### src/rtl/booth_pkg.sv
package booth_pkg;

   // Action chosen by the recoder for one step
   typedef enum logic [1:0] {
      BOP_HOLD = 2'd0,   // shift only
      BOP_ADD  = 2'd1,   // add multiplicand to upper half
      BOP_SUB  = 2'd2    // subtract multiplicand from upper half
   } booth_op_e;

endpackage

### src/rtl/booth_recode.sv
module booth_recode
   import booth_pkg::*;
(
   input  logic      cur_bit,
   input  logic      hist_bit,
   output booth_op_e op
);

   always_comb begin
      unique case ({cur_bit, hist_bit})
         2'b01:   op = BOP_ADD;   // end of a run of ones
         2'b10:   op = BOP_SUB;   // start of a run of ones
         default: op = BOP_HOLD;  // inside a run: shift only
      endcase
   end

endmodule

### src/rtl/booth_addsub.sv
module booth_addsub
   import booth_pkg::*;
#(
   parameter int WA        = 9,
   parameter int SUB_STYLE = 0   // 0: native difference, 1: invert plus carry-in
)(
   input  logic [WA-1:0] acc,
   input  logic [WA-1:0] addend,
   input  booth_op_e     op,
   output logic [WA-1:0] res
);

   logic [WA-1:0] diff;

   generate
      if (SUB_STYLE == 0) begin : g_sub_native
         assign diff = acc - addend;
      end else begin : g_sub_invert
         assign diff = acc + ~addend + {{(WA-1){1'b0}}, 1'b1};
      end
   endgenerate

   always_comb begin
      unique case (op)
         BOP_ADD: res = acc + addend;
         BOP_SUB: res = diff;
         default: res = acc;
      endcase
   end

endmodule

### src/rtl/booth_seq_ctrl.sv
module booth_seq_ctrl #(
   parameter int STEPS = 8
)(
   input  logic clk,
   input  logic rst_n,
   input  logic start,
   output logic load,
   output logic step,
   output logic busy,
   output logic done
);

   localparam int CW = $clog2(STEPS + 1);

   logic [CW-1:0] cnt_q;
   logic          busy_q;
   logic          done_q;

   assign load = start & ~busy_q;
   assign step = busy_q;
   assign busy = busy_q;
   assign done = done_q;

   always_ff @(posedge clk or negedge rst_n) begin
      if (!rst_n) begin
         cnt_q  <= '0;
         busy_q <= 1'b0;
         done_q <= 1'b0;
      end else begin
         done_q <= 1'b0;
         if (load) begin
            busy_q <= 1'b1;
            cnt_q  <= '0;
         end else if (busy_q) begin
            if (cnt_q == CW'(STEPS - 1)) begin
               busy_q <= 1'b0;
               done_q <= 1'b1;
            end
            cnt_q <= cnt_q + 1'b1;
         end
      end
   end

endmodule

### src/rtl/booth_seq_mul.sv
module booth_seq_mul
   import booth_pkg::*;
#(
   parameter int W         = 8,
   parameter int SUB_STYLE = 0
)(
   input  logic           clk,
   input  logic           rst_n,
   input  logic           start,
   input  logic [W-1:0]   mcand,
   input  logic [W-1:0]   mplier,
   output logic           busy,
   output logic           done,
   output logic [2*W-1:0] product
);

   // Upper half carries one guard bit so that subtracting the most
   // negative multiplicand cannot wrap before the arithmetic shift.
   localparam int WA = W + 1;

   generate
      if (W < 2) begin : g_bad_width
         $error("booth_seq_mul: W must be at least 2");
      end
      if (SUB_STYLE < 0 || SUB_STYLE > 1) begin : g_bad_style
         $error("booth_seq_mul: SUB_STYLE must be 0 or 1");
      end
   endgenerate

   logic          load, step;
   booth_op_e     op;
   logic [WA-1:0] hi_q, mcx_q, sum;
   logic [W-1:0]  lo_q, mul_q;
   logic          hist_q;

   booth_seq_ctrl #(.STEPS(W)) u_ctrl (
      .clk   (clk),
      .rst_n (rst_n),
      .start (start),
      .load  (load),
      .step  (step),
      .busy  (busy),
      .done  (done)
   );

   booth_recode u_rec (
      .cur_bit  (mul_q[0]),
      .hist_bit (hist_q),
      .op       (op)
   );

   booth_addsub #(.WA(WA), .SUB_STYLE(SUB_STYLE)) u_as (
      .acc    (hi_q),
      .addend (mcx_q),
      .op     (op),
      .res    (sum)
   );

   always_ff @(posedge clk or negedge rst_n) begin
      if (!rst_n) begin
         hi_q   <= '0;
         lo_q   <= '0;
         mul_q  <= '0;
         mcx_q  <= '0;
         hist_q <= 1'b0;
      end else if (load) begin
         hi_q   <= '0;
         lo_q   <= '0;
         mul_q  <= mplier;
         mcx_q  <= {mcand[W-1], mcand};
         hist_q <= 1'b0;
      end else if (step) begin
         // arithmetic right shift of {upper, lower} after the add/sub
         hi_q   <= {sum[WA-1], sum[WA-1:1]};
         lo_q   <= {sum[0], lo_q[W-1:1]};
         // remember the bit just examined, then rotate the multiplier
         hist_q <= mul_q[0];
         mul_q  <= {mul_q[0], mul_q[W-1:1]};
      end
   end

   assign product = {hi_q[W-1:0], lo_q};

endmodule

### config.mk
export PLATFORM = sky130hd
export DESIGN_NAME = booth_seq_mul
export DESIGN_NICKNAME = d
export VERILOG_FILES = /design/src/rtl/booth_pkg.sv /design/src/rtl/booth_recode.sv /design/src/rtl/booth_addsub.sv /design/src/rtl/booth_seq_ctrl.sv /design/src/rtl/booth_seq_mul.sv
export SDC_FILE = /design/constraint.sdc
export NUM_CORES = 1
export LEC_CHECK = 0
export BUFFER_PORTS_ARGS = -buffer_cell sky130_fd_sc_hd__buf_2
export CORE_UTILIZATION = 50
export CTS_CLUSTER_DIAMETER = 60
export DETAILED_ROUTE_END_ITERATION = 8
export HOLD_SLACK_MARGIN = 0.06
export PLACE_DENSITY = 0.72
export SETUP_SLACK_MARGIN = 0.05
export SLEW_MARGIN = 20
export SYNTH_ARGS = -nofsm -noshare
export SYNTH_HDL_FRONTEND = slang
export SYNTH_SLANG_ARGS = --single-unit
### constraint.sdc
create_clock -name clk -period 7.8 [get_ports clk]
set_input_delay 0 -clock clk [delete_from_list [all_inputs] [get_ports clk]]
set_output_delay 0 -clock clk [all_outputs]
set_load 0.01 [all_outputs]
==> run metrics <==
most used flip-flop cell after synthesis dfrtp_1; routed len/inst 14.0 um; initial antenna violation count 0; TNS Setup 0 ns; Die Ht 68.2 um; HPWL Detailed 2.89 mm; Post-DRT Antenna Nets 0; Slew headroom 42.9%; DRC Markers 0; post-route insts no fill 311; first-pass GRT wire length 7.08 mm; diode count 0; Synthesis Warnings 0; Slew @ Worst Pin 0.857 ns; I/O pin cnt 37; syn_nets 242; Commonest cells post-synth dfrtp_1, nand2_1, a22o_1, o21ai_0, ha_1; Clock Tree Buf Depth 2; H-tree level count 2; multi-input logic area 1100 um2; Final period util 33.6%; total global-route track usage 20.8%; layout cells sized above 1 23.4%; Post-Syn Instances 211; min setup slack post-route 5.18 ns; Layout area overhead 20.7%; top-area cell type share of the netlist area 44.6%; WL final 4.35 mm; final setup vio count 0; via count 1702; fmax 381 MHz; Synth async-reset ratio 100%; Setup crit end kind flop; Syn Area/Cell 10.4 um2; vias in the first global route 1576; Initial DRC Count 134; most common cell in the netlist dfrtp_1; ranking of synthesized cells by area dfrtp_1, ha_1, a22o_1; netlist area before placement 2190 um2; Row Count 23; # fillers 328; Worst Path Required 7.97 ns; biggest area consumer among synthesized cells dfrtp_1; Worst Clk Skew 0.00256 ns; post-synthesis mux area share 8.23%; drt first pass iters 4; Slew Viols, Final 0; RSZ-0062 raised after global routing no; register area 976 um2; Worst Path Max Fanout 9; Die ar. 4650 um2; CTS root buf clkbuf_8; R2R setup slack 5.18 ns; Compound-Gate Fraction of Synth Area 18.5%; critical path type reg2reg; clock sink count 39; pin count of the biggest net entering global routing 47; CTS clk-pin slew, worst paths 0.07 ns; placed insts 288; Post-Synth Simple-Gate Area 12.1%; Initial Utilization 53.6%; final hold vios 0; HP Class in2reg; CTS buffer count 5; Layout Nets 291; Min Clock Period, post-route 2.62 ns; Critical Path Source Type flop; number of flops mapped to enable cells by yosys 0; final RePlAce weighted congestion 0.845; xor-xnor portion of the synthesized cell area 4.40%; vias per cell 5.47; Die Wd 68.2 um; outcome completed; post-synthesis register bit count 39; IO Port Bufs 36; post-synth cell types 43; core area 4090 um2; max-cap viol count 0; Worst Path Arrival 2.79 ns; Place WS 5.21 ns; Clk Latency, worst-skew pair 0.29 ns; Synth Area in Adders 7.20%; GR Overflow Total 0; CTS tree built; post-synthesis sequential area ratio 44.6%; dominant combinational cell family by area after synthesis compound AO/OA/AOI/OAI gates
placed cells by master, fill, tap and decap left out, types with 3 or more instances in the layout:
| cell | Yosys | final |
|---|---|---|
| nor2_1 | 8 | 8 |
| buf_2 | 2 | 36 |
| dfrtp_1 | 39 | 39 |
| ha_1 | 11 | 11 |
| xnor2_1 | 7 | 7 |
| a22o_1 | 15 | 15 |
| o21ai_1 | 4 | 4 |
| o21ai_0 | 13 | 13 |
| o21a_1 | 3 | 3 |
| clkbuf_8 | 1 | 6 |
| and3_1 | 3 | 3 |
| dlygate4sd3_1 | 0 | 15 |
| a21oi_1 | 8 | 8 |
| nor3_1 | 3 | 3 |
| xor2_1 | 4 | 4 |
| inv_1 | 10 | 10 |
| mux2_2 | 8 | 8 |
| a31oi_1 | 4 | 4 |
| mux2i_1 | 9 | 9 |
| nand2_1 | 24 | 24 |
state kept, by name (all words and copies together) (netlist names):
name          cells
mcx_q             8
hi_q              8
lo_q              8
u_ctrl.busy       1
u_ctrl.cnt_q      4
mul_q             8
hist_q            1
u_ctrl.done       1
worst paths after layout:
path                                start     endpoint  depth (start not counted)
worst max-delay path               hist_q      hi_q[7]                         10
worst min-delay path            mplier[5]     mul_q[5]                          3
worst max register to register     hist_q      hi_q[7]                         10
worst min register to register     hist_q       hist_q                          2
max in group asynchronous           rst_n     mcx_q[3]                          2
min in group asynchronous           rst_n  u_ctrl.busy                          2
repair_timing:
action                                 CTS  global route
setup buffers                            0             0
gates resized for setup                  0             0
endpoints found under the hold margin   53             0
hold buffers                            15             0
cell families after synthesis:
group | Yosys count
flip-flops | 39
XOR/XNOR | 11
AO/OA/AOI/OAI | 58
AND/OR/NAND/NOR | 53
buffers and inverters | 21
adder cells (fa/ha/maj) | 12
multiplexers | 17
layer usage:
layer / track usage, % / routed length [um]
met3: 4.17 / 182
met4: 8.07 / 55
met5: 0 / 0
met2: 31.9 / 2000
met1: 28.8 / 2110
worst max-delay path: stages (launching register included):
cell	delay [ns]
dfrtp_1	0.38
inv_1	0.06
ha_1	0.32
mux2_2	0.40
fa_1	0.42
nand2b_1	0.18
a21oi_1	0.20
o22a_1	0.26
nor3_2	0.06
a21oi_1	0.13
nand4_1	0.09
layout make-up:
cell class,count,share of cell area (%)
Clock buffer,6,3.13
Inverter,11,1.66
Multi-Input combinational cell,151,41.8
Tap cell,50,2.37
Timing Repair Buffer,52,12.8
Clock inverter,2,1.33
Sequential cell,39,36.9
through the flow:
step                      util (%)  hold slack (ns)  area, um2
final                         64.6           0.0637       2640
after detailed placement      58.1            0.159       2370
after CTS                     64.6           0.0664       2640
after global routing          64.6           0.0971       2640
after global placement        58.1            0.162       2370
after floorplan                  -           -0.296       2190
Power is not shown: default switching activity piles up to over one toggle a cycle in this logic, so the estimate is an artifact.
